$ cat config.mk
export PLATFORM = sky130hd
export DESIGN_NAME = pmw_target
export DESIGN_NICKNAME = d
export VERILOG_FILES = /design/src/rtl/pmw_pkg.sv /design/src/rtl/pmw_fifo.sv /design/src/rtl/pmw_decode.sv /design/src/rtl/pmw_bound.sv /design/src/rtl/pmw_target.sv
export SDC_FILE = /design/constraint.sdc
export NUM_CORES = 1
export LEC_CHECK = 0
export ABC_AREA = 1
export BUFFER_PORTS_ARGS = -buffer_cell sky130_fd_sc_hd__buf_2
export CORE_MARGIN = 8
export CORE_UTILIZATION = 59
export CTS_CLUSTER_SIZE = 40
export DETAILED_ROUTE_END_ITERATION = 8
export GPL_TIMING_DRIVEN = 0
export HOLD_SLACK_MARGIN = 0.02
export PLACE_DENSITY = 0.77
export SETUP_SLACK_MARGIN = 0.3
export SYNTH_ARGS = -nofsm -noshare
export SYNTH_HDL_FRONTEND = slang
export SYNTH_SLANG_ARGS = --single-unit
$ cat constraint.sdc
create_clock -name clk -period 5.34 [get_ports clk]
set_input_delay 0.801 -clock clk [delete_from_list [all_inputs] [get_ports clk]]
set_output_delay 0.801 -clock clk [all_outputs]
set_load 0.1 [all_outputs]
$ cat src/rtl/pmw_pkg.sv
// Package: shared widths, command codes and queue entry layout for the
// posted memory write target. Assumes a 32-bit address/data bus.
package pmw_pkg;

    localparam int AD_W = 32;
    localparam int DW_W = AD_W - 2;

    localparam logic [3:0] CMD_IO_WR   = 4'b0011;
    localparam logic [3:0] CMD_MEM_WR  = 4'b0111;
    localparam logic [3:0] CMD_CFG_WR  = 4'b1011;
    localparam logic [3:0] CMD_MEM_WRI = 4'b1111;

    // Legacy video range: bits [31:17] equal to this value.
    localparam logic [14:0] VGA_HI = 15'h0005;

    typedef enum logic [2:0] {
        ST_IDLE,
        ST_DEC,
        ST_TGT,
        ST_XFER,
        ST_DISC
    } tgt_state_t;

    typedef struct packed {
        logic            tag;      // 0 address, 1 data
        logic            last;     // final data word of the burst
        logic [AD_W-1:0] payload;
    } q_entry_t;

endpackage

$ cat src/rtl/pmw_fifo.sv
// Module: synchronous show-ahead FIFO for queue entries.
// Assumes: single clock; push while full and pop while empty are dropped;
// count reports occupancy in the same cycle as the flags.
module pmw_fifo #(
    parameter int WIDTH = 34,
    parameter int DEPTH = 8
) (
    input  logic                           clk,
    input  logic                           rst_n,
    input  logic                           push,
    input  logic [WIDTH-1:0]               wdata,
    input  logic                           pop,
    output logic [WIDTH-1:0]               rdata,
    output logic                           empty,
    output logic                           full,
    output logic [$clog2(DEPTH+1)-1:0]     count
);
    localparam int PTR_W = (DEPTH > 1) ? $clog2(DEPTH) : 1;
    localparam int CNT_W = $clog2(DEPTH + 1);
    localparam logic [PTR_W-1:0] PTR_LAST = PTR_W'(DEPTH - 1);
    localparam logic [CNT_W-1:0] CNT_FULL = CNT_W'(DEPTH);

    logic [WIDTH-1:0] mem [DEPTH];
    logic [PTR_W-1:0] wr_ptr;
    logic [PTR_W-1:0] rd_ptr;
    logic [CNT_W-1:0] cnt_q;
    logic             push_ok;
    logic             pop_ok;

    // Status and gated strobes.
    always_comb begin
        empty   = (cnt_q == '0);
        full    = (cnt_q == CNT_FULL);
        push_ok = push && !full;
        pop_ok  = pop && !empty;
        count   = cnt_q;
        rdata   = mem[rd_ptr];
    end

    // Storage write port.
    always_ff @(posedge clk) begin
        if (push_ok) begin
            mem[wr_ptr] <= wdata;
        end
    end

    // Pointer and occupancy tracking.
    always_ff @(posedge clk) begin
        if (!rst_n) begin
            wr_ptr <= '0;
            rd_ptr <= '0;
            cnt_q  <= '0;
        end else begin
            if (push_ok) begin
                wr_ptr <= (wr_ptr == PTR_LAST) ? '0 : wr_ptr + PTR_W'(1);
            end
            if (pop_ok) begin
                rd_ptr <= (rd_ptr == PTR_LAST) ? '0 : rd_ptr + PTR_W'(1);
            end
            case ({push_ok, pop_ok})
                2'b10:   cnt_q <= cnt_q + CNT_W'(1);
                2'b01:   cnt_q <= cnt_q - CNT_W'(1);
                default: cnt_q <= cnt_q;
            endcase
        end
    end

    AST_NO_OVERFLOW: assert property (@(posedge clk) disable iff (!rst_n)
        push |-> !full);

endmodule

$ cat src/rtl/pmw_decode.sv
// Module: address-phase classifier. Splits a write command into posted,
// delayed or ignored. Assumes the window bounds are inclusive and stable.
module pmw_decode
    import pmw_pkg::*;
#(
    parameter int A_W = AD_W
) (
    input  logic [3:0]     cmd,
    input  logic [A_W-1:0] addr,
    input  logic [A_W-1:0] win_base,
    input  logic [A_W-1:0] win_limit,
    output logic           posted_hit,
    output logic           delayed_hit
);
    logic in_win;
    logic in_vga;
    logic is_mem_wr;

    // Command and range classification.
    always_comb begin
        in_win      = (addr >= win_base) && (addr <= win_limit);
        in_vga      = (addr[A_W-1:17] == (A_W-17)'(VGA_HI));
        is_mem_wr   = (cmd == CMD_MEM_WR) || (cmd == CMD_MEM_WRI);
        posted_hit  = is_mem_wr && in_win && !in_vga;
        delayed_hit = (is_mem_wr && in_vga)
                   || ((cmd == CMD_IO_WR) && in_win)
                   || ((cmd == CMD_CFG_WR) && (addr[1:0] == 2'b01));
    end

endmodule

$ cat src/rtl/pmw_bound.sv
// Module: decides whether a DWORD address is the last one before the
// disconnect boundary of the current command. Assumes cls_dw is a
// nonzero power of two no wider than CLS_W bits.
module pmw_bound #(
    parameter int DW_W      = 30,
    parameter int CLS_W     = 8,
    parameter int PAGE_BITS = 10
) (
    input  logic [DW_W-1:0]  dw_addr,
    input  logic [CLS_W-1:0] cls_dw,
    input  logic             line_mode,
    output logic             at_edge
);
    logic [CLS_W-1:0] mask;
    logic             line_end;
    logic             page_end;

    // Line end from the cache-line mask, page end from the low DWORD bits.
    always_comb begin
        mask     = cls_dw - CLS_W'(1);
        line_end = ((dw_addr[CLS_W-1:0] & mask) == mask);
        page_end = &dw_addr[PAGE_BITS-1:0];
        at_edge  = line_mode ? line_end : page_end;
    end

endmodule

$ cat src/rtl/pmw_target.sv
// Module: posted memory write target. Claims memory writes with medium
// decode timing, takes one DWORD per clock and disconnects at the
// command's address boundary or when the queue would fill.
// Assumes: initiator obeys bus rules; drain side may pop at any time.
module pmw_target
    import pmw_pkg::*;
#(
    parameter int DEPTH     = 8,
    parameter int CLS_W     = 8,
    parameter int PAGE_BITS = 10
) (
    input  logic              clk,
    input  logic              rst_n,
    input  logic [CLS_W-1:0]  cfg_cls,
    input  logic [AD_W-1:0]   win_base,
    input  logic [AD_W-1:0]   win_limit,
    input  logic              frame_n,
    input  logic              irdy_n,
    input  logic [3:0]        cbe_n,
    input  logic [AD_W-1:0]   ad,
    output logic              devsel_n,
    output logic              trdy_n,
    output logic              stop_n,
    output logic              delayed_o,
    input  logic              q_rd_en,
    output logic              q_valid,
    output logic              q_tag,
    output logic              q_last,
    output logic [AD_W-1:0]   q_data
);
    localparam int ENT_W = $bits(q_entry_t);
    localparam int CNT_W = $clog2(DEPTH + 1);

    tgt_state_t       state;
    logic             devsel_q, trdy_q, stop_q, delayed_q;
    logic             prev_frame_n, prev_irdy_n;
    logic [DW_W-1:0]  addr_q;
    logic             mwi_q;

    logic             addr_phase, posted_hit, delayed_hit, room;
    logic             xfer, final_xfer, push_addr, push_data;
    logic [DW_W-1:0]  probe_addr;
    logic             probe_line, probe_edge, fill_next, stop_nx;
    logic             fifo_push, fifo_empty, fifo_full;
    logic [CNT_W-1:0] fifo_cnt;
    q_entry_t         wr_ent, rd_ent;

    pmw_decode #(.A_W(AD_W)) dec_i (
        .cmd         (cbe_n),
        .addr        (ad),
        .win_base    (win_base),
        .win_limit   (win_limit),
        .posted_hit  (posted_hit),
        .delayed_hit (delayed_hit)
    );

    pmw_bound #(.DW_W(DW_W), .CLS_W(CLS_W), .PAGE_BITS(PAGE_BITS)) bnd_i (
        .dw_addr   (probe_addr),
        .cls_dw    (cfg_cls),
        .line_mode (probe_line),
        .at_edge   (probe_edge)
    );

    // Bus phase detection and claim/transfer strobes.
    always_comb begin
        addr_phase = !frame_n && prev_frame_n && prev_irdy_n && (state == ST_IDLE);
        room       = (int'(fifo_cnt) <= DEPTH - 2);
        push_addr  = addr_phase && posted_hit && room;
        xfer       = (state == ST_XFER) && !irdy_n;
        final_xfer = xfer && (frame_n || stop_q);
        push_data  = xfer;
    end

    // Predict the disconnect for the data phase that follows.
    always_comb begin
        if (state == ST_XFER) begin
            probe_addr = addr_q + DW_W'(1);
            fill_next  = (int'(fifo_cnt) + 2 >= DEPTH);
        end else begin
            probe_addr = addr_q;
            fill_next  = (int'(fifo_cnt) + 1 >= DEPTH);
        end
        probe_line = mwi_q;
        stop_nx    = probe_edge || fill_next;
    end

    // Queue write entry mux.
    always_comb begin
        fifo_push = push_addr || push_data;
        if (push_addr) begin
            wr_ent = '{tag: 1'b0, last: 1'b0, payload: ad};
        end else begin
            wr_ent = '{tag: 1'b1, last: final_xfer, payload: ad};
        end
    end

    pmw_fifo #(.WIDTH(ENT_W), .DEPTH(DEPTH)) fifo_i (
        .clk   (clk),
        .rst_n (rst_n),
        .push  (fifo_push),
        .wdata (wr_ent),
        .pop   (q_rd_en),
        .rdata (rd_ent),
        .empty (fifo_empty),
        .full  (fifo_full),
        .count (fifo_cnt)
    );

    // Target state machine and registered bus outputs.
    always_ff @(posedge clk) begin
        if (!rst_n) begin
            state        <= ST_IDLE;
            devsel_q     <= 1'b0;
            trdy_q       <= 1'b0;
            stop_q       <= 1'b0;
            delayed_q    <= 1'b0;
            prev_frame_n <= 1'b1;
            prev_irdy_n  <= 1'b1;
            addr_q       <= '0;
            mwi_q        <= 1'b0;
        end else begin
            prev_frame_n <= frame_n;
            prev_irdy_n  <= irdy_n;
            delayed_q    <= addr_phase && delayed_hit;
            case (state)
                ST_IDLE: begin
                    if (push_addr) begin
                        addr_q <= ad[AD_W-1:2];
                        mwi_q  <= (cbe_n == CMD_MEM_WRI);
                        state  <= ST_DEC;
                    end
                end
                ST_DEC: begin
                    devsel_q <= 1'b1;
                    state    <= ST_TGT;
                end
                ST_TGT: begin
                    trdy_q <= 1'b1;
                    stop_q <= stop_nx;
                    state  <= ST_XFER;
                end
                ST_XFER: begin
                    if (final_xfer) begin
                        trdy_q <= 1'b0;
                        if (stop_q && !frame_n) begin
                            state <= ST_DISC;
                        end else begin
                            devsel_q <= 1'b0;
                            stop_q   <= 1'b0;
                            state    <= ST_IDLE;
                        end
                    end else if (xfer) begin
                        addr_q <= addr_q + DW_W'(1);
                        stop_q <= stop_nx;
                    end
                end
                ST_DISC: begin
                    if (frame_n) begin
                        devsel_q <= 1'b0;
                        stop_q   <= 1'b0;
                        state    <= ST_IDLE;
                    end
                end
                default: state <= ST_IDLE;
            endcase
        end
    end

    // Active-low pins and drain-side view.
    always_comb begin
        devsel_n  = !devsel_q;
        trdy_n    = !trdy_q;
        stop_n    = !stop_q;
        delayed_o = delayed_q;
        q_valid   = !fifo_empty;
        q_tag     = rd_ent.tag;
        q_last    = rd_ent.last;
        q_data    = rd_ent.payload;
    end

    AST_TRDY_NEEDS_DEVSEL: assert property (@(posedge clk) disable iff (!rst_n)
        !trdy_n |-> !devsel_n);
    AST_MEDIUM_DECODE: assert property (@(posedge clk) disable iff (!rst_n)
        $fell(devsel_n) |-> !$past(frame_n, 2));
    AST_TRDY_FOLLOWS: assert property (@(posedge clk) disable iff (!rst_n)
        $fell(devsel_n) |=> $fell(trdy_n));
    AST_PUSH_ON_XFER: assert property (@(posedge clk) disable iff (!rst_n)
        push_data |-> (!irdy_n && !trdy_n));
    AST_STOP_NEEDS_DEVSEL: assert property (@(posedge clk) disable iff (!rst_n)
        !stop_n |-> !devsel_n);
    AST_DISC_HOLD: assert property (@(posedge clk) disable iff (!rst_n)
        (!stop_n && trdy_n && !frame_n) |=> !stop_n);
    AST_DELAYED_UNCLAIMED: assert property (@(posedge clk) disable iff (!rst_n)
        delayed_o |-> devsel_n);

endmodule

== After elaboration in Yosys (flattened, before gate mapping) ==
Memories as Yosys holds them, arrays and structs flattened. A register that Yosys moved wholly into a read port is not among the register bits.
Cells that the tools add are included.
Widths: inputs -> output; s select.

* $add $sub $neg: 8
* Magnitude comparators: 5
* Equality and inequality tests: 24
* Multiplexer cells: 29
* Bitwise gates (word level): 1
* Reduce and logical (&&, ||, !) cells: 45

{| class="wikitable"
|+ Operators with widths
! operator !! count
|-
| $mux 30 || 3
|-
| $pmux 30 s2 || 1
|-
| $mux 34 || 1
|-
| $ge 32x32->1 || 1
|-
| $le 32x32->1 || 1
|-
| $add 30x1->30 const B || 1
|-
| $mux 3 || 8
|-
| $logic_and 1x1->1 || 17
|-
| $eq 15x3->1 const B || 1
|-
| $pmux 3 s5 || 1
|-
| $eq 4x4->1 const B || 3
|-
| $ne 2x2->1 const B || 6
|-
| $reduce_and 4->1 || 3
|-
| $ge 5x4->1 const B || 2
|-
| $mux 1 || 10
|-
| $mux 10 || 1
|-
| $reduce_and 10->1 || 1
|-
| $eq 3x3->1 const B || 3
|-
| $and 8x8->8 || 1
|-
| $eq 8x8->1 || 1
|-
| $logic_not 1->1 || 8
|-
| $pmux 4 s2 || 1
|-
| $sub 8x1->8 const B || 1
|-
| $add 3x1->3 const B || 2
|-
| other kinds (21) || 34
|}

* Flip-flop bits (word level): 50
* RAM bits: 272
* Output and inout bits: 39
* Word-level logic and storage cells: 125
* Memories kept: 1

{| class="wikitable"
|+ Memories
! memory !! depth !! width !! rd ports !! clocked after Yosys merged registers in !! write ports !! line !! text
|-
| fifo_i.mem || 8 || 34 || 1 || 1 || 1 || pmw_fifo.sv:23 || <nowiki>logic [WIDTH-1:0] mem [DEPTH];</nowiki>
|}

== Depth between registers and ports, before layout ==
Gate-level depths: netlist of the first run.

* Word-level depth: 10
* Gate-level depth with buffers: 28
* Gate-level depth less buffers: 27

== Cells and area by module ==
Synthesis of the first run repeated with hierarchy kept, for this count alone.

* Cell total of the unflattened synthesis: 1802
* Area total of the unflattened synthesis: 16547.1 µm²

{| class="wikitable"
|+ Modules (own cells, without submodules)
! module !! times used !! cells an instance !! area each (µm²)
|-
| pmw_fifo || 1 || 858 || 11292.1
|-
| pmw_target || 1 || 579 || 3135.5
|-
| pmw_decode || 1 || 299 || 1818.0
|-
| pmw_bound || 1 || 66 || 301.5
|}

== Worst setup path before layout of the first run ==
OpenSTA, ideal clock, no wires.

* Path kind: input port to flip-flop
* Start: input port win_limit[21]
* End: memory fifo_i.mem[6][0] (enable)
* Arrival: 4.489 ns
* Required time: 4.872 ns
* Slack: 0.384 ns
* Cell stages on the path: 14
* Buffers on the path: 1
* Cell sequence: inv_1 ha_1 a21oi_1 nor2_1 nor2_1 nand3_1 a21oi_1 nand2_1 nand2_1 nand3_4 nand2_2 nand2_2 buf_6 nor3_1

* Cells in the longest elaborated chain, start to end: 10

{| class="wikitable"
|+ RTL lines
! what !! line !! text
|-
| start, declared || pmw_target.sv:16 || <nowiki>input logic [AD_W-1:0] win_limit,</nowiki>
|-
| $le 32x32->1 || pmw_decode.sv:21 || <nowiki>in_win = (addr >= win_base) && (addr <= win_limit);</nowiki>
|-
| $logic_and 1x1->1 || pmw_decode.sv:21 ||
|-
| $logic_and 1x1->1 (2 in series) || pmw_decode.sv:24 || <nowiki>posted_hit = is_mem_wr && in_win && !in_vga;</nowiki>
|-
| $logic_and 1x1->1 (2 in series) || pmw_target.sv:68 || <nowiki>push_addr = addr_phase && posted_hit && room;</nowiki>
|-
| $logic_or 1x1->1 || pmw_target.sv:89 || <nowiki>fifo_push = push_addr || push_data;</nowiki>
|-
| $logic_and 1x1->1 || pmw_fifo.sv:34 || <nowiki>push_ok = push && !full;</nowiki>
|-
| $mux 1 || pmw_fifo.sv:42 || <nowiki>if (push_ok) begin</nowiki>
|-
| $mux 1 (implied by the code) || pmw_fifo.sv:43 || <nowiki>mem[wr_ptr] <= wdata;</nowiki>
|-
| end, declared || pmw_fifo.sv:23 ||
|}

Every way passes these cells.

== Worst setup path after layout of the first run ==
* Start: input port ad[31]
* End: memory fifo_i.mem[1][15] (enable)

* Cells in the longest elaborated chain, start to end: 10
* Elaborated cells between the ends (all ways): 13

{| class="wikitable"
|+ RTL lines
! what !! line !! text
|-
| start, declared || pmw_target.sv:20 || <nowiki>input logic [AD_W-1:0] ad,</nowiki>
|-
| $ge 32x32->1 or $le 32x32->1 (tied branches) || pmw_decode.sv:21 ||
|-
| $logic_and 1x1->1 || pmw_decode.sv:21 ||
|-
| $logic_and 1x1->1 || pmw_decode.sv:24 ||
|-
| $logic_and 1x1->1 (*) || pmw_decode.sv:24 ||
|-
| $logic_and 1x1->1 (*) (2 in series) || pmw_target.sv:68 ||
|-
| $logic_or 1x1->1 (*) || pmw_target.sv:89 ||
|-
| $logic_and 1x1->1 (*) || pmw_fifo.sv:34 ||
|-
| $mux 1 (*) || pmw_fifo.sv:42 ||
|-
| $mux 1 (implied by the code) (*) || pmw_fifo.sv:43 ||
|}

Every way passes the cells marked *; elsewhere a longest branch is shown, timed or not.

==> impl_results.md, run 1 <==
- Status: finished, final reports clean
- Slew Limit Fails: 0
- Core ar.: between 20000 and 25000 µm²
- Post-synth top flop: edfxtp_1
- Port Buffers: about 150
- Hold Path Class: flip-flop to flip-flop
- Initial antenna violation count: 0
- Crit path kind: input pin to flip-flop
- Worst hold endpoint: trdy_q
- RD Place Congestion: between 0.9 and 1
- Synth warnings: 0
- Worst path slowest cell: nor3_2
- CP Cell Sequence: buf_2, ha_1, nand2_1, nor2_1, nand2_1, nor2_1, nand2_1, nand2_1, nand3_4, nand2_2, nand2_2, buf_6, nor3_2, buf_6, buf_6
- Worst r2r src: state[0]
- Post-synth EDFFs: about 270
- GR Overflow Total: 0
- Critical path peak fanout: 12
- Clk pwr share: 0.257
- First-pass GRT wire length: ~58 mm
- Pwr Total: 0.00847 W
- Starting DRC count in detailed routing: 1004
- Leakage power: 6.73 nW
- Async S/R FF share, synth: 0
- Synth Instances: ~1400
- Synth-to-layout area growth: 17.4%
- Netlist cell types: 43
- TNS Setup: 0 ps
- Clk_skew: approximately 21 ps
- # rows: 57
- Final worst-path cycle share: 0.758
- Seq cells post-synth: 305
- Detail Route met2 WL: 18.2 mm
- Clock transition at the registers of the reported paths: 60 ps
- Die area: 29600 µm²
- Sequential power share: 0.327
- Final wirelength: 37.8 mm
- Root Driver: clkbuf_16
- Final core utilization: 0.700
- Endpoints failing hold: 0
- Post-layout min period: 4050 ps
- Drt pass-1 iters: 5
- Switching portion of total power: 0.448
- Antenna violation net count after detailed routing: 0
- Worst Reg-to-Reg Cells: 12
- Nets: 1800
- Met3 wire len: about 3.7 mm
- Via count: 11200
- Crit. End Element: flip-flop
- Pin count of the biggest net entering global routing: 16
- Die Ht: between 150 and 200 µm
- Hold_sp: trdy_q
- Syn_nets: about 1600
- Fmax: roughly 0.25 GHz
- DR top layer: met4
- TritonCTS clock tree: built
- Filler instances: around 1800
- IO Pins: 152
- Relative slew slack: 0.362
- Arrival time at the worst endpoint: about 4300 ps
- CTS buffer count: 29
- P_sw: around 0.0038 W
- Initial Util: 0.596
- VDD IR max: a little over 0.5 mV
- Num Clock Sinks: approximately 310
- Cts hold-fix bufs: 0
- Max cap viols: 0
- Ratio of cells with drive above 1 in the final layout: 0.160
- Final Setup Violations: 0
- DRT met1 WL: 14.6 mm
- Hold path depth: 2
- PwrDens: ~500 nW/µm²
- Vias in the first global route: approximately 11000
- Clk Latency, worst-skew pair: ~550 ps
- DR WL/cell: 19.3 µm
- Req. time, crit path: 5580 ps
- Crit-path most repeated cell: nand2_1
- Post-DP HPWL: around 27 mm
- Max stage delay on crit path: 720 ps
- Unrepaired setup endpoints after global routing: no
- Mapped Area: approximately 14000 µm²
- Reg-to-Reg End: fifo_i.mem[1][15]
- Slew @ Worst Pin: around 950 ps
- Drt via density: around 5.7
- GRT Util Overall: 0.255
- Postcts setup bufs: 0
- Internal: 0.00468 W
- N_diodes: 0
- PostCTS Resize Cnt: 0
- CTS Buffer Depth: 3
- Post-synthesis sequential area ratio: 0.614
- Type of origin of the critical path: input pin
- Gate power share: 0.416
- R2R Setup Slk: 2290 ps
- Drc violations: 0
- H-Tree Depth: 1
- Die width: between 150 and 200 µm
- Post-Syn Area per Cell: slightly above 10 µm²
[power groups by stage]
stage                     sequential (W)  combinational, W  clock (W)
after floorplan                  0.00279           0.00271          0
after global placement           0.00281           0.00345          0
after detailed placement         0.00282           0.00351          0
after CTS                        0.00277           0.00353    0.00218
after global routing             0.00278           0.00375    0.00227
final                            0.00277           0.00352    0.00217
[metrics by stage]
stage                     std cells  worst slack (ps)  hold WS [ps]  area, µm²
after CTS                      1960              1340           455      16900
after global routing           1960              1030           469      16900
after detailed placement       1906               779           459      15900
after floorplan                1406               384           439      14400
after global placement         1881             -2490           457      15500
final                          1960              1290           460      16900
[cells by family (layout without fill, tap and decap cells)]
logic type	Yosys count	after routing	share of synthesized area
DFF	305	305	0.614
buffers and inverters	185	415	0.0507
adders and majority gates	74	74	0.0649
and+or+nand+nor	538	538	0.153
xor gates and xnor gates	9	9	0.00548
AOI/OAI and AO/OA	294	294	0.111
muxes	1	1	0.000696
[flip-flops by register name (all words and copies together) (netlist names), named ones only]
name and flops:
stop_q 1, fifo_i.count 4, state 3, addr_q 10, trdy_q 1, prev_frame_n 1
delayed_o 1, devsel_q 1, fifo_i.mem 272, fifo_i.wr_ptr 3, fifo_i.rd_ptr 3, mwi_q 1
prev_irdy_n 1
[worst max-delay path, delay by kind of cell]
kind                     cells  cell delay (ps)
AND/OR/NAND/NOR             10             2370
buffers and inverters        4              780
adder cells (fa/ha/maj)      1              320
[worst max-delay path by stage]
stage | from | end | slack (ps) | cells after the start
floorplan | win_limit[21] | fifo_i.mem[6][0] | 380 | 14
global placement | ad[0] | fifo_i.mem[2][15] | -2490 | 18
detailed placement | ad[0] | fifo_i.mem[1][16] | 780 | 20
CTS | flip-flop | q_data[16] | 1340 | 8
global route | ad[31] | fifo_i.count[3] | 1030 | 23
finish | ad[31] | fifo_i.mem[1][15] | 1290 | 15
[cell usage after synthesis (4+ instances only)]
| cell type | number | share of area |
|---|---|---|
| nand3_1 | 31 | 0.011 |
| nor2_2 | 5 | 0.0022 |
| o22ai_1 | 34 | 0.015 |
| nor3_1 | 12 | 0.0042 |
| o21a_1 | 4 | 0.0021 |
| xnor2_1 | 4 | 0.0024 |
| edfxtp_1 | 272 | 0.57 |
| clkbuf_1 | 49 | 0.013 |
| or2_2 | 4 | 0.0017 |
| inv_1 | 123 | 0.032 |
| nor2_1 | 303 | 0.079 |
| xor2_1 | 5 | 0.0030 |
| a21oi_1 | 51 | 0.018 |
| dfxtp_1 | 33 | 0.046 |
| o21ai_0 | 157 | 0.055 |
| a31oi_1 | 38 | 0.017 |
| nand2_1 | 157 | 0.041 |
| nand4_1 | 10 | 0.0044 |
| ha_1 | 73 | 0.064 |
[placed cells by master, fill, tap and decap left out, types with 5 or more instances in the layout]
master / n
nor2_1: 303
edfxtp_1: 272
nand2_1: 157
o21ai_0: 157
buf_2: 154
inv_1: 123
ha_1: 73
a21oi_1: 51
clkbuf_1: 51
a31oi_1: 38
o22ai_1: 34
dfxtp_1: 33
nand3_1: 31
clkbuf_16: 29
buf_6: 24
nand4_1: 10
nor3_2: 8
bufinv_16: 6
clkinv_2: 6
nor2_2: 5
clkinv_1: 5
xor2_1: 5
[metal layers]
metal	up-vias	GRT usage
met1	5244	0.309
li1	5298	-
met5	-	0
met4	0	0.106
met2	548	0.435
met3	96	0.0573
[layout make-up]
type	instances	area (µm²)	share of cell area
clock inverters	23	282	0.0167
repair buffers	176	1040	0.0619
clock buffers	31	733	0.0434
plain buffers	58	251	0.0149
inverters	127	477	0.0282
multi-input cells	916	4860	0.288
well taps	324	405	0.0240
flip-flops and latches	305	8830	0.523
Note: power is estimated with default switching activity, not from simulation.
==> inputs of run 2 (changes only) <==
==> constraint.sdc (replaced) <==
create_clock -name clk -period 3.99 [get_ports clk]
set_input_delay 0.5985 -clock clk [delete_from_list [all_inputs] [get_ports clk]]
set_output_delay 0.5985 -clock clk [all_outputs]
set_load 0.1 [all_outputs]
==> run 2 against run 1 <==
Die area is the same. First-iteration DRC count grew 1.2%. Critical endpoint is now q_data[26]. Largest power group unchanged. Largest cell class unchanged. Clock skew shrank 4.6 ps. Sequential share of layout area shrank 0.42 points. Power grew 33%. Worst setup slack lost 970 ps.
==> impl_results.md, run 2 (same netlist as run 1, synthesis figures left out) <==
- Clk_skew: 16.3 ps (-4.59 ps)
- Die width: 172 µm (unchanged)
- GR Overflow Total: 0 (unchanged)
- Worst Reg-to-Reg Cells: 19 (+7)
- Pin count of the biggest net entering global routing: 19 (+3)
- Critical path peak fanout: 10 (-2)
- Final core utilization: 0.706 (+0.00571)
- TritonCTS clock tree: built
- Status: finished, final reports clean
- # rows: 57 (unchanged)
- GRT met3 Usage: 0.0434 (-0.0139)
- Crit path kind: flip-flop to primary output
- Clock transition at the registers of the reported paths: 60 ps (about the same)
- GRT Util Overall: 0.261 (+0.00638)
- Initial antenna violation count: 0 (unchanged)
- CTS Buffer Depth: 3 (unchanged)
- Final wirelength: 38.1 mm (+0.63%)
- Synth-to-layout area growth: 18.4%
- Port Buffers: 151 (unchanged)
- H-Tree Depth: 1 (unchanged)
- Critical path endpoint: q_data[26]
- Post-DP HPWL: 26.8 mm (+0.79%)
- Slew @ Worst Pin: 850 ps (-101 ps)
- Worst r2r src: state[0]
- Final Setup Violations: 0 (unchanged)
- Req. time, crit path: 3390 ps (-2190 ps)
- Final worst-path cycle share: 0.920
- Root Driver: clkbuf_16
- Leakage power: 6.79 nW (+0.92%)
- Reg-to-Reg End: fifo_i.count[3]
- Area of the multi-input gates: 4920 µm² (+1.3%)
- Nets: 1794 (-0.33%)
- Relative slew slack: 0.431 (+0.0691)
- Type of origin of the critical path: flip-flop
- Top reg by flops: fifo_i.mem
- PwrDens: 660 nW/µm² (+32%)
- Antenna violation net count after detailed routing: 0 (unchanged)
- Crit. End Element: primary output
- VDD IR max: 0.519 mV (+2.6%)
- Die Ht: 172 µm (unchanged)
- N_diodes: 0 (unchanged)
- Via count: 11200 (+0.37%)
- Post-layout min period: 3670 ps
- Most used routing layer: met2
- Clk Latency, worst-skew pair: 550 ps (about the same)
- Drc violations: 0 (unchanged)
- Core ar.: 24100 µm² (unchanged)
- Pwr Total: 0.0112 W (+33%)
- Grt met2 use: 0.445 (+0.0103)
- Die area: 29600 µm² (unchanged)
- Vias in the first global route: 11600 (+3.0%)
- R2R Setup Slk: 1140 ps (-1150 ps)
- Filler instances: 1774 (+0.40%)
- Endpoints failing hold: 0 (unchanged)
- Slew Limit Fails: 0 (unchanged)
- Unrepaired setup endpoints after global routing: yes
- Commonest cells after routing, fill and taps aside: nor2_1, edfxtp_1, o21ai_0, nand2_1, buf_2
- First-pass GRT wire length: 60.0 mm (+2.7%)
- DR WL/cell: 19.5 µm (+0.89%)
- Arrival time at the worst endpoint: 3070 ps (-1220 ps)
- Fmax: between 0.2 and 0.3 GHz
- Post-place setup slack: -230 ps (-1010 ps)
- Hold Path Class: input pin to flip-flop
- CTS buffer count: 30 (+3.4%)
- RD Place Congestion: 0.886 (-4.6%)
- IO Pins: 152 (unchanged)
- Max FFs per register: 272 (unchanged)
- FF+latch area: 8830 µm² (unchanged)
- Starting DRC count in detailed routing: 1016 (+1.2%)
- Initial Util: 0.596 (unchanged)
- Ratio of cells with drive above 1 in the final layout: 0.161 (+0.00110)
- Drt via density: 5.74 (+0.62%)
- Max cap viols: 0 (unchanged)
- Num Clock Sinks: 305 (unchanged)
- Drt pass-1 iters: 5 (unchanged)
- GR Util met1: 0.326 (+0.0179)
- Final WS setup: 320 ps (-971 ps)
- Commonest non-fill, non-tap cell in the layout: nor2_1
[run 2: changes by cell type in the layout (fill, tap and decap cells not counted), moves of 3 or more]
cell	previous run	this run
buf_16	0	11
buf_6	24	3
bufinv_16	6	2
clkbuf_2	0	7
clkbuf_8	0	3
nor3_2	8	0
nor3_4	0	8
[run 2: power breakdown]
part / internal [W] / switching [W] / total (W)
logic: 0.000967 / 0.00379 / 0.00476
registers: 0.00358 / 0.000118 / 0.00370
clock network: 0.00161 / 0.00117 / 0.00277
total: 0.00616 / 0.00508 / 0.0112
[run 2: cell type report]
type,instances,share of cell area
clock inverter,14,0.00728
timing repair buffer,169,0.0678
inverter,127,0.0280
sequential,305,0.519
clock buffer,42,0.0498
buffer,58,0.0153
multi-input combinational,916,0.289
tap,324,0.0238
[run 2: stage by stage]
stage               cell area (µm²)  hold WS, ps  std cells  setup TNS [ps]
finish                        17000          272       1955               0
floorplan                     14400          439       1406               0
global route                  17000          289       1955               0
detailed placement            16000          467       1897           -6240
global placement              15600          456       1881         -412710
CTS                           17000          257       1953               0
[run 2: per-layer routing]
metal	part of all wire	wire, µm	up-vias
li1	-	-	5298
met1	0.38	14500	5253
met2	0.49	18500	561
met3	0.095	3620	115
met4	0.038	1430	0
met5	0	0	-
[run 2: worst min-delay path by stage]
stage | cells after the start | endpoint | from | slack, ps
finish | 3 | prev_irdy_n | irdy_n | 270
global route | 3 | prev_irdy_n | irdy_n | 290
CTS | 3 | prev_irdy_n | irdy_n | 260
detailed placement | 2 | trdy_q | trdy_q | 470
global placement | 2 | devsel_q | devsel_q | 460
floorplan | 2 | devsel_q | devsel_q | 440
[run 2: critical path, stage by stage (launching register included)]
cell and delay (ps):
dfxtp_1 360, buf_2 300, buf_2 280, clkbuf_1 510
nor2_1 110, o22ai_1 190, nor2_1 80, a31oi_1 210
buf_2 470
[run 2: timing repair]
item,in CTS,in global routing
pin swaps,0,1
resized for setup,3,14
gates cloned,0,0
hold buffers,0,0
setup endpoints to repair,5,69
buffers inserted,0,2
==> inputs of run 3 (changes only) <==
--- a/config.mk
+++ b/config.mk
@@ -7,13 +7,15 @@
 export LEC_CHECK = 0
 export ABC_AREA = 1
 export BUFFER_PORTS_ARGS = -buffer_cell sky130_fd_sc_hd__buf_2
+export CELL_PAD_IN_SITES_DETAIL_PLACEMENT = 1
+export CELL_PAD_IN_SITES_GLOBAL_PLACEMENT = 1
 export CORE_MARGIN = 8
-export CORE_UTILIZATION = 59
+export CORE_UTILIZATION = 46
 export CTS_CLUSTER_SIZE = 40
 export DETAILED_ROUTE_END_ITERATION = 8
 export GPL_TIMING_DRIVEN = 0
 export HOLD_SLACK_MARGIN = 0.02
-export PLACE_DENSITY = 0.77
+export PLACE_DENSITY = 0.76
 export SETUP_SLACK_MARGIN = 0.3
 export SYNTH_ARGS = -nofsm -noshare
 export SYNTH_HDL_FRONTEND = slang
==> run 3 against run 2 <==
Clock skew fell by 5.4 ps. Via count grew 2.5%. Register-to-register slack barely moved. Sequential share of layout area is 0.96 points lower. Power increased by 6.4%. Final cell count grew 3.9%. Clock power rose by 20%. Critical path depth decreased by 1. Critical path type unchanged. Largest power group unchanged.
==> impl_results.md, run 3 (same netlist as run 1, synthesis figures left out) <==
- Final Setup Violations: 0 (unchanged)
- Synth-to-layout area growth: 20.6%
- DR WL/cell: 22.6 µm (+16%)
- Status: finished, final reports clean
- Critical path peak fanout: 10 (unchanged)
- Worst Reg-to-Reg Cells: 19 (unchanged)
- Final worst-path cycle share: 0.911 (-0.00931)
- Placed insts: 1969 (+3.8%)
- CTS Buffer Depth: 3 (unchanged)
- Pin count of the biggest net entering global routing: 19 (unchanged)
- Crit. End Element: primary output
- Relative slew slack: 0.509 (+0.0776)
- Req. time, crit path: 3390 ps (about the same)
- Initial antenna violation count: 0 (unchanged)
- Top reg by flops: fifo_i.mem
- Met3 wire len: 2.75 mm (-24%)
- Clk_skew: 10.9 ps (-5.35 ps)
- Core ar.: 30700 µm² (+27%)
- Arrival time at the worst endpoint: 3030 ps (-40 ps)
- Commonest non-fill, non-tap cell in the layout: nor2_1
- Max cap viols: 0 (unchanged)
- Num Clock Sinks: 305 (unchanged)
- Final Instance Area: 17300 µm² (+1.9%)
- Slew Limit Fails: 0 (unchanged)
- Commonest cells after routing, fill and taps aside: nor2_1, edfxtp_1, o21ai_0, nand2_1, buf_2
- Drt pass-1 iters: 5 (unchanged)
- Max FFs per register: 272 (unchanged)
- GRT Util Overall: 0.248 (-0.0130)
- Vias in the first global route: 12700 (+9.7%)
- TritonCTS clock tree: built
- Post-DP HPWL: 32.0 mm (+20%)
- Type of origin of the critical path: flip-flop
- Pwr Total: 0.0120 W (+6.4%)
- N_diodes: 0 (unchanged)
- Port Buffers: 151 (unchanged)
- Final core utilization: 0.565 (-0.141)
- CTS buffer count: 35 (+17%)
- First-pass GRT wire length: 70.5 mm (+17%)
- Drc violations: 0 (unchanged)
- Post-layout min period: 3630 ps (-37.1 ps)
- Via count: 11500 (+2.5%)
- Reg-to-Reg End: fifo_i.count[3]
- Hold Path Class: input pin to flip-flop
- Die width: 193 µm (+12%)
- Cts hold-fix bufs: 0 (unchanged)
- Antenna violation net count after detailed routing: 0 (unchanged)
- Unrepaired setup endpoints after global routing: yes
- H-Tree Depth: 2 (+1)
- Die area: 37200 µm² (+25%)
- Starting DRC count in detailed routing: 881 (-13%)
- Nets: 1798 (+0.22%)
- Post-placement cell area: 16100 µm² (+0.64%)
- Endpoints failing hold: 0 (unchanged)
- Fmax: 0.275 GHz (+1.0%)
- Root Driver: clkbuf_16
- Clk Latency, worst-skew pair: 500 ps (-50 ps)
- DRT met1 WL: 17.9 mm (+23%)
- Hold path depth: 3 (unchanged)
- VDD IR max: 0.449 mV (-13%)
- IO Pins: 152 (unchanged)
- R2R Setup Slk: 1130 ps (about the same)
- Die Ht: 193 µm (+12%)
- Leakage power: 6.90 nW (+1.6%)
- Crit path kind: flip-flop to primary output
- Slew @ Worst Pin: 737 ps (-114 ps)
- Post-Layout Cell Count: 2032 (+3.9%)
- Detail Route met2 WL: 23.8 mm (+29%)
- GR Overflow Total: 0 (unchanged)
- Clock transition at the registers of the reported paths: 60 ps (about the same)
- Ratio of cells with drive above 1 in the final layout: 0.165 (+0.00379)
- Initial Util: 0.469 (-0.128)
- Drt via density: 5.66 (-1.4%)
- RD Place Congestion: 0.884 (-0.21%)
- Worst hold endpoint: prev_irdy_n
- # rows: 64 (+12%)
- PwrDens: 689 nW/µm² (+4.4%)
- DR top layer: met4
- Worst r2r src: state[0]
- Hold_sp: irdy_n
- Final wirelength: 46.0 mm (+21%)
[run 3: changes by cell type in the layout (fill, tap and decap cells not counted), moves of 2 or more]
cell        previous run  this run
buf_4                  4         6
clkbuf_16             31        37
clkinvlp_4             3         1
buf_2                152       150
bufinv_16              2         5
clkinv_2               6         4
[run 3: timing repair]
action	in CTS	in global routing
hold endpoints to repair	0	0
setup endpoints to repair	16	24
buffers inserted	1	0
gates resized for setup	11	10
pin swaps	1	0
[run 3: per-stage QoR]
stage          setup TNS, ps  setup WS, ps  hold WS [ps]
3_5_place_dp           -8550          -447           465
5_1_grt                    0           192           354
2_1_floorplan              0           279           439
4_1_cts                    0           287           321
6_report                   0           357           337
3_3_place_gp         -453720         -1720           455
[run 3: worst max path at each step]
stage / to / slack, ps / cells past startpoint
2_1_floorplan: fifo_i.mem[0][0] / 280 / 14
3_3_place_gp: fifo_i.mem[0][18] / -1720 / 18
3_5_place_dp: fifo_i.count[3] / -450 / 27
4_1_cts: q_data[4] / 290 / 8
5_1_grt: fifo_i.count[3] / 190 / 27
6_report: q_data[4] / 360 / 7
[run 3: final cells by class]
| cell class | count | area [µm²] |
|---|---|---|
| Buffer | 58 | 262 |
| Tap cell | 396 | 495 |
| Fill cell | 3415 | 13300 |
| Clock buffer | 48 | 987 |
| Inverter | 127 | 477 |
| Multi-Input combinational cell | 916 | 4930 |
| Clock inverter | 14 | 198 |
| Timing Repair Buffer | 168 | 1160 |
| Sequential cell | 305 | 8830 |
[run 3: worst max-delay path, stage by stage (launching register included)]
cell	delay (ps)
dfxtp_1	420
inv_1	230
clkbuf_1	440
o21ai_0	270
o22ai_1	300
nor2_1	100
a31oi_1	380
buf_4	380
[run 3: power breakdown]
group          leakage (nW)  switching (W)  internal (W)
logic                  3.60        0.00395      0.000973
clock network         0.576        0.00127       0.00206
registers              2.73       0.000123       0.00359
total                  6.90        0.00534       0.00661
[run 3: routing by layer]
metal | GRT usage | vias to the layer above
met5 | 0 | -
met4 | 0.103 | 0
met3 | 0.0323 | 109
met2 | 0.452 | 394
met1 | 0.289 | 5708
li1 | - | 5296
